==> config.mk <==
export PLATFORM = sky130hd
export DESIGN_NAME = serial_rx_deser
export DESIGN_NICKNAME = d
export VERILOG_FILES = /design/src/rtl/serial_rx_pkg.sv /design/src/rtl/rx_tick_timer.sv /design/src/rtl/rx_frame_fsm.sv /design/src/rtl/serial_rx_deser.sv
export SDC_FILE = /design/constraint.sdc
export NUM_CORES = 1
export LEC_CHECK = 0
export ABC_AREA = 1
export CORE_UTILIZATION = 45
export CTS_CLUSTER_SIZE = 20
export DETAILED_ROUTE_END_ITERATION = 6
export GPL_ROUTABILITY_DRIVEN = 0
export PLACE_DENSITY = 0.66
export REMOVE_ABC_BUFFERS = 1
export SLEW_MARGIN = 20
export SYNTH_ARGS = -nofsm -noshare
export SYNTH_HDL_FRONTEND = slang
export SYNTH_HIERARCHICAL = 1
export SYNTH_SLANG_ARGS = --single-unit
==> constraint.sdc <==
create_clock -name clk -period 2.3 [get_ports clk]
set_clock_uncertainty 0.1 [all_clocks]
set_input_delay 0.46 -clock clk [delete_from_list [all_inputs] [get_ports clk]]
set_output_delay 0.46 -clock clk [all_outputs]
set_load 0.005 [all_outputs]
==> src/rtl/serial_rx_pkg.sv <==
package serial_rx_pkg;

    localparam int MAX_BITS = 8;

    typedef enum logic [2:0] {
        ST_IDLE,
        ST_START,
        ST_DATA,
        ST_PAR,
        ST_STOP,
        ST_HOLD
    } rx_state_e;

    typedef struct packed {
        logic [MAX_BITS-1:0] data;
        logic                valid;
        logic                perr;
        logic                ferr;
        logic                brk;
    } rx_result_t;

    function automatic logic [3:0] word_bits(input logic [1:0] wl);
        return 4'd5 + {2'b00, wl};
    endfunction

    function automatic logic [MAX_BITS-1:0] word_mask(input logic [1:0] wl);
        return 8'hFF >> (4'd8 - word_bits(wl));
    endfunction

    function automatic logic parity_bad(input logic [MAX_BITS-1:0] d,
                                        input logic pbit, input logic odd);
        return ((^d) ^ pbit) != odd;
    endfunction

endpackage

==> src/rtl/rx_tick_timer.sv <==
module rx_tick_timer #(
    parameter int OSR_HI = 16,
    parameter int OSR_LO = 8
) (
    input  logic clk,
    input  logic rst,
    input  logic tick,
    input  logic clr,
    input  logic low_rate,
    input  logic half,
    output logic hit
);
    localparam int CW = $clog2(OSR_HI);

    logic [CW-1:0] cnt;
    logic [CW-1:0] target;

    always_comb begin
        if (low_rate) target = half ? CW'(OSR_LO/2 - 1) : CW'(OSR_LO - 1);
        else          target = half ? CW'(OSR_HI/2 - 1) : CW'(OSR_HI - 1);
    end

    assign hit = tick && !clr && (cnt == target);

    always_ff @(posedge clk) begin
        if (rst || clr)  cnt <= '0;
        else if (tick)   cnt <= hit ? '0 : cnt + 1'b1;
    end

    AST_CNT_RANGE: assert property (@(posedge clk) disable iff (rst)
        (low_rate && !half) |-> (cnt < CW'(OSR_LO))) else $error("cnt range");

endmodule

==> src/rtl/rx_frame_fsm.sv <==
module rx_frame_fsm
    import serial_rx_pkg::*;
(
    input  logic       clk,
    input  logic       rst,
    input  logic       tick,
    input  logic       rx,
    input  logic       hit,
    input  logic [1:0] wl,
    input  logic       par_en,
    input  logic       odd,
    output logic       clr,
    output logic       half,
    output rx_result_t res
);
    rx_state_e           state;
    logic                last_rx;
    logic [2:0]          bidx;
    logic [MAX_BITS-1:0] shreg;
    logic                pbit;

    assign clr  = (state == ST_IDLE) || (state == ST_HOLD);
    assign half = (state == ST_START);

    always_ff @(posedge clk) begin
        if (rst) begin
            state   <= ST_IDLE;
            last_rx <= 1'b1;
            bidx    <= '0;
            shreg   <= '0;
            pbit    <= 1'b0;
            res     <= '0;
        end else begin
            res.valid <= 1'b0;
            res.perr  <= 1'b0;
            res.ferr  <= 1'b0;
            res.brk   <= 1'b0;
            case (state)
                ST_IDLE: if (tick) begin
                    last_rx <= rx;
                    if (last_rx && !rx) state <= ST_START;
                end
                ST_START: if (hit) begin
                    if (rx) begin
                        state   <= ST_IDLE;
                        last_rx <= 1'b1;
                    end else begin
                        state <= ST_DATA;
                        bidx  <= '0;
                        shreg <= '0;
                        pbit  <= 1'b0;
                    end
                end
                ST_DATA: if (hit) begin
                    shreg[bidx] <= rx;
                    bidx        <= bidx + 1'b1;
                    if ({1'b0, bidx} == word_bits(wl) - 4'd1)
                        state <= par_en ? ST_PAR : ST_STOP;
                end
                ST_PAR: if (hit) begin
                    pbit  <= rx;
                    state <= ST_STOP;
                end
                ST_STOP: if (hit) begin
                    res.data  <= shreg;
                    res.valid <= 1'b1;
                    res.ferr  <= !rx;
                    res.perr  <= par_en && parity_bad(shreg, pbit, odd);
                    res.brk   <= !rx && (shreg == '0) && !(par_en && pbit);
                    last_rx   <= rx;
                    state     <= rx ? ST_IDLE : ST_HOLD;
                end
                ST_HOLD: if (tick && rx) begin
                    state   <= ST_IDLE;
                    last_rx <= 1'b1;
                end
                default: state <= ST_IDLE;
            endcase
        end
    end

    AST_FALSE_START: assert property (@(posedge clk) disable iff (rst)
        (state == ST_START && hit && rx) |=> (state == ST_IDLE)) else $error("false start");
    AST_HOLD_LOW: assert property (@(posedge clk) disable iff (rst)
        (state == ST_HOLD && !rx) |=> (state == ST_HOLD)) else $error("hold");
    AST_VALID_PULSE: assert property (@(posedge clk) disable iff (rst)
        res.valid |=> !res.valid) else $error("valid pulse");
    AST_FLAG_QUAL: assert property (@(posedge clk) disable iff (rst)
        (res.perr || res.ferr || res.brk) |-> res.valid) else $error("flag qual");
    AST_BREAK_FRAME: assert property (@(posedge clk) disable iff (rst)
        res.brk |-> (res.ferr && res.data == '0)) else $error("break");

endmodule

==> src/rtl/serial_rx_deser.sv <==
module serial_rx_deser
    import serial_rx_pkg::*;
#(
    parameter int OSR_HI = 16,
    parameter int OSR_LO = 8
) (
    input  logic       clk,
    input  logic       rst,
    input  logic       os_tick,
    input  logic       os_eight,
    input  logic [1:0] word_sel,
    input  logic       par_on,
    input  logic       par_odd,
    input  logic       rx_line,
    output logic [7:0] char_out,
    output logic       char_valid,
    output logic       par_fault,
    output logic       frm_fault,
    output logic       brk_seen
);
    logic       hit, clr, half;
    rx_result_t res;

    rx_tick_timer #(.OSR_HI(OSR_HI), .OSR_LO(OSR_LO)) u_timer (
        .clk(clk), .rst(rst), .tick(os_tick), .clr(clr),
        .low_rate(os_eight), .half(half), .hit(hit)
    );

    rx_frame_fsm u_fsm (
        .clk(clk), .rst(rst), .tick(os_tick), .rx(rx_line), .hit(hit),
        .wl(word_sel), .par_en(par_on), .odd(par_odd),
        .clr(clr), .half(half), .res(res)
    );

    assign char_out   = res.data;
    assign char_valid = res.valid;
    assign par_fault  = res.perr;
    assign frm_fault  = res.ferr;
    assign brk_seen   = res.brk;

    AST_UPPER_ZERO: assert property (@(posedge clk) disable iff (rst)
        char_valid |-> ((char_out & ~word_mask(word_sel)) == 8'h00)) else $error("upper");

endmodule

**Yosys cells after proc, flatten, opt, wreduce, memory -nomap -nowiden**

Index checks and enable logic that the tools add are counted.
W data, S select, Z words.

- Flip-flop bits (word level): 32
- Latch bits: 0
- Bits in writable memories: 0
- Memory bits (read-only): 0
- Input bits: 9
- Memories: 0

- Add/subtract/negate cells: 4
- Multipliers: 0
- Divide/modulo/power cells: 0
- Order comparisons: 2
- Equality and inequality tests: 18
- Shifts and indexed selects: 0
- Muxes and demuxes: 37
- Bitwise operators: 3
- Reduce and logical (&&, ||, !) cells: 27

Operators by type and width:

| cell | number |
|---|---|
| $mux W3 | 14 |
| $mux W8 | 3 |
| $ne A2 B2 Y1 const B | 9 |
| $pmux W3 S6 | 1 |
| $mux W4 | 4 |
| $pmux W8 S2 | 1 |
| $logic_and A1 B1 Y1 | 9 |
| $bwmux W8 | 1 |
| $logic_not A8 Y1 | 1 |
| $mux W1 | 8 |
| $reduce_and A4 Y1 | 2 |
| $reduce_and A8 Y1 | 1 |
| $reduce_xor A8 Y1 | 1 |
| $eq A3 B2 Y1 const B | 2 |
| $eq A3 B3 Y1 const B | 2 |
| $pmux W3 S2 | 1 |
| $reduce_and A6 Y1 | 1 |
| $add A3 B2 Y4 const A | 1 |
| $add A4 B1 Y4 const B | 1 |
| $eq A3 B4 Y1 | 1 |
| $eq A4 B4 Y1 | 1 |
| $lt A3 B4 Y1 const B | 1 |
| $pmux W1 S4 | 1 |
| $reduce_bool A2 Y1 | 2 |
| other kinds (18) | 22 |

**Logic depth before layout (Yosys ltp)**

- Depth after elaboration: 7
- Depth in mapped cells: 16

**Cells and area by module**

Netlist, hierarchy kept.

By module, submodules not included:

| module | times used | cells an instance | area an instance (um2) |
|---|---|---|---|
| rx_frame_fsm | 1 | 209 | 1525.2 |
| rx_tick_timer | 1 | 36 | 259.0 |

**Least setup slack after synthesis**

Ideal clock, no wire load.

- Path kind: reg2reg
- Start point: register u_fsm.state[1]
- End point: register u_fsm.state[0]
- Library setup time: 113 ps
- Data arrival time: 1805 ps
- Data required time: 2087 ps
- Path slack: 282 ps
- Cell stages (with the launch flop): 15
- Clock period less this slack: 2018 ps
- Cell sequence: dfxtp_1 -> inv_2 -> nand2_1 -> nor2_1 -> nand2_1 -> nand2_1 -> nand3_2 -> nor2_4 -> inv_2 -> nand3_1 -> nand2_1 -> nor2_2 -> nand3_4 -> nor2_1 -> nor2_1

- Longest elaborated chain between the ends: 7
- Elaborated cells between the ends (all ways): 24
- Classes of those cells: eq/ne (14); mux (4); reduce/logical (6)

Ends and longest elaborated chain:

| what | RTL line | source |
|---|---|---|
| start, declared | rx_frame_fsm.sv:16 | `rx_state_e state;` |
| start signal, assigned | rx_frame_fsm.sv:58 | `state <= par_en ? ST_PAR : ST_STOP;` |
| start signal, assigned | rx_frame_fsm.sv:71 | `state <= rx ? ST_IDLE : ST_HOLD;` |
| $eq A3 B1 Y1 * | rx_frame_fsm.sv:23 | `assign half = (state == ST_START);` |
| named net half | serial_rx_deser.sv:21 | `logic hit, clr, half;` |
| $mux W3 / $mux W4 (equally long branches) | rx_tick_timer.sv:19, rx_tick_timer.sv:20 |  |
| $mux W4 * | rx_tick_timer.sv:19 | `if (low_rate) target = half ? CW'(OSR_LO/2 - 1) : CW'(OSR_LO - 1);` |
| $eq A4 B4 Y1 * | rx_tick_timer.sv:23 | `assign hit = tick && !clr && (cnt == target);` |
| $logic_and A1 B1 Y1 * | rx_tick_timer.sv:23 |  |
| named net hit | serial_rx_deser.sv:21 |  |
| $ne A2 B2 Y1 (no line) | n/a |  |
| $reduce_and A8 Y1 (no line) * | n/a |  |

Mark *: on every way through the listed nets, which the timed path passes. The rest lies on a longest branch.
A chain may end at the register's enable or synchronous reset.

**Final worst setup path**

- Start point: register u_fsm.state[0]
- End point: register u_fsm.state[0]

- Longest elaborated chain between the ends: 7
- Elaborated cells between the ends (all ways): 24
- Classes of those cells: eq/ne (14); mux (4); reduce/logical (6)

Ends and longest elaborated chain:

| what | RTL line | source |
|---|---|---|
| $eq A3 B3 Y1 / $logic_not A3 Y1 (equally long branches) | rx_frame_fsm.sv:22 | `assign clr = (state == ST_IDLE) \|\| (state == ST_HOLD);` |
| $logic_or A1 B1 Y1 * | rx_frame_fsm.sv:22 |  |
| named net clr | serial_rx_deser.sv:21 |  |
| $logic_not A1 Y1 * | rx_tick_timer.sv:23 |  |
| $logic_and A1 B1 Y1 * (2 in series) | rx_tick_timer.sv:23 |  |
| named net hit | serial_rx_deser.sv:21 |  |
| $ne A2 B2 Y1 (no line) | n/a |  |
| $reduce_and A8 Y1 (no line) * | n/a |  |

Marked as above.

==> out/qor.csv <==
stage;metric;value;unit
status;status;completed;
clock_network;path_clk_slew;0.07;ns
critical_path;cp-startpoint;u_fsm/state[0]$_SDFFE_PP0P_;
yosys;syn_inst;245;
clock_network;cts_tree;done;
floorplanning;row_count;22;
clock_network;holdBufCountCts;0;
clock_network;clock_latency;0.29;ns
route;vias_per_cell;4.97;
timing;slew_violations;0;
place;dp_hpwl;2730;µm
grt;grt_pass1_vias;1445;
critical_path;reg2reg_depth;16;
critical_path;r2r-end;u_fsm/state[0]$_SDFFE_PP0P_;
route;routedWlPerCell;11.3;µm
grt;overflow;0;
timing;worst_pin_slew;0.485;ns
layout;final_common_cell;nor2_1;
job;max-cap-violations;0;
route;firstDrtPassIters;4;
grt;antenna_found_initial;0;
critical_path;slowest_stage;dfxtp_1;
critical_path;cp_top_family;simple AND/OR/NAND/NOR gates;
timing;setup_tns;0;ns
timing;fin_crit_sh;0.897;
timing;finalHoldViolCount;0;
critical_path;slowest_delay;0.43;ns
power_and_ir_drop;p_per_area;703;nW/µm²
layout;final_cell_mix;nor2_1 (41), nand2_1 (40), dfxtp_1 (32);
layout;syn_to_final_growth;21.0;%
clock_network;post_cts_buffers;0;
timing;rsz0062_at_grt;false;
grt;grt_first_pass_wirelength;6500;µm
yosys;yosysWarnings;6;
critical_path;r2r_slack;0.24;ns
floorplanning;die_area;4220;µm²
power_and_ir_drop;irDropWorstVdd;331;µV
route;detail-route-antenna-nets;0;
layout;fin_nets;290;
floorplanning;start_util;0.477;
clock_network;cts_sinks;32;
floorplanning;fp.dieW;65.0;µm
grt;gr-usage-all-layers;0.205;
clock_network;clockRootBuffer;clkbuf_8;
worst_hold_path;min_path_type;reg -> reg;
critical_path;crit_path_end;u_fsm/state[0]$_SDFFE_PP0P_;
critical_path;crit_buf_inv;3;
timing;period_needed;2.06;ns
power_and_ir_drop;leakage;0.918;nW
layout;drive_gt1_frac;0.185;
floorplanning;coreArea;3740;µm²
route;route.detailed.drc;0;
route;vias;1611;
critical_path;crit_type;reg -> reg;
critical_path;crit_chain;inv_1, nand2_2, nor2_2, clkinv_2, nand2_4, nor2_2, nand2_2, nor2_4, inv_2, nand3_1, nand2_1, nor2_2, nand3_4, nand2_1, nand2_1, nor2_1;
yosys;synth_seq_cells;32;
critical_path;critical_path_depth;16;
yosys;synth.cell_area;1780;µm²
critical_path;cp.required;2.42;ns
place;io_buffers;20;
route;drt_iter0_drc;63;
grt;grt_max_degree;18;
floorplanning;fp.dieH;65.0;µm
timing;setup_viol_count_final;0;
yosys;avgSynthCellArea;7.28;µm²
floorplanning;pin_count;21;
route;routed_wl;3650;µm
timing;fmax;485;MHz
critical_path;critPathArrivalTime;2.18;ns
timing;relSlewSlack;0.676;
layout;n_antenna_cell;0;
critical_path;r2r-start;u_fsm/state[0]$_SDFFE_PP0P_;
critical_path;worst-path-max-fanout;6;
clock_network;cts_buffers;5;
clock_network;cts.path.max_buffers;2;
timing;whs;0.366;ns
clock_network;cts-resized-gates;0;
yosys;synth_cell_types;29;
critical_path;start_kind;flip-flop;
clock_network;h-tree-depth;2;
yosys;seq_area_frac_synth;0.359;
critical_path;worst_setup_path_end_kind;flip-flop;
synth_stat cells, drive strengths merged:
library cell	n	area, µm²
nand3	16	110
a221oi	1	8.76
dfxtp	32	641
o21bai	1	11.3
nor2	47	194
nand2	54	262
a211oi	2	25.0
a21oi	15	75.1
buf	2	22.5
ha	6	75.1
inv	29	111
clkinv	1	5.00
nor3	3	30.0
clkbuf	1	3.75
o21ai	22	114
nand4	7	43.8
o221ai	1	8.76
xnor2	5	43.8
sequential cells by signal (all words and copies together) (netlist names):
register,count
u_fsm/res,12
u_fsm/last_rx,1
u_fsm/pbit,1
u_fsm/state,3
u_fsm/bidx,3
u_fsm/shreg,8
u_timer/cnt,4
tightest hold or removal path, cell delays in order (launching register included):
cell and delay [ns]:
dfxtp_1 0.33, nand2_1 0.05, nand3_1 0.05
power by group:
group	switching, W	internal, W	leakage [nW]
logic	0.000293	0.000156	0.608
registers	0.0000328	0.000585	0.259
clock network	0.000211	0.000238	0.0510
through the flow:
stage	utilization	std cells	worst slack (ns)	instance area (µm²)	power, W
CTS	0.576	324	0.244	2160	0.00153
floorplan	-	242	0.282	1760	0.000964
finish	0.577	324	0.238	2160	0.00152
detailed placement	0.551	316	0.0632	2060	0.00107
global route	0.577	324	0.0387	2160	0.00162
global placement	0.551	316	0.0975	2060	0.00107
cell families after synthesis:
kind of cell / count (synthesis) / share of synthesized area
buf+inv: 33 / 0.0799
flops: 32 / 0.359
xor+xnor: 5 / 0.0245
simple gates: 127 / 0.358
fa+ha+maj: 6 / 0.0421
compound gates: 42 / 0.136
final cells by class:
cell class | instances | area [µm²]
clock buffers | 6 | 82.6
clock inverters | 2 | 10.0
fillers | 361 | 1590
inverters | 30 | 116
multi-input cells | 180 | 1000
flip-flops and latches | 32 | 641
well taps | 48 | 60.1
repair buffers | 26 | 245
layer usage:
metal,share of wire,up-vias,GRT usage
met5,0,-,0
met4,0.016,0,0.103
met3,0.054,6,0.0528
met2,0.44,43,0.305
met1,0.49,706,0.272
li1,-,856,-
worst min-delay path by stage:
stage / from / endpoint / slack, ns / cells past startpoint
after global placement: u_fsm/last_rx$_SDFFE_PP1P_ / u_fsm/last_rx$_SDFFE_PP1P_ / 0.34 / 2
final: u_fsm/last_rx$_SDFFE_PP1P_ / u_fsm/last_rx$_SDFFE_PP1P_ / 0.37 / 2
after global routing: u_fsm/shreg[0]$_SDFFE_PP0P_ / u_fsm/res[4]$_SDFFE_PP0P_ / 0.39 / 2
after CTS: u_fsm/last_rx$_SDFFE_PP1P_ / u_fsm/last_rx$_SDFFE_PP1P_ / 0.37 / 2
after detailed placement: u_fsm/last_rx$_SDFFE_PP1P_ / u_fsm/last_rx$_SDFFE_PP1P_ / 0.35 / 2
after floorplan: u_fsm/last_rx$_SDFFE_PP1P_ / u_fsm/last_rx$_SDFFE_PP1P_ / 0.33 / 2
Note: power is estimated with default switching activity, not from simulation.
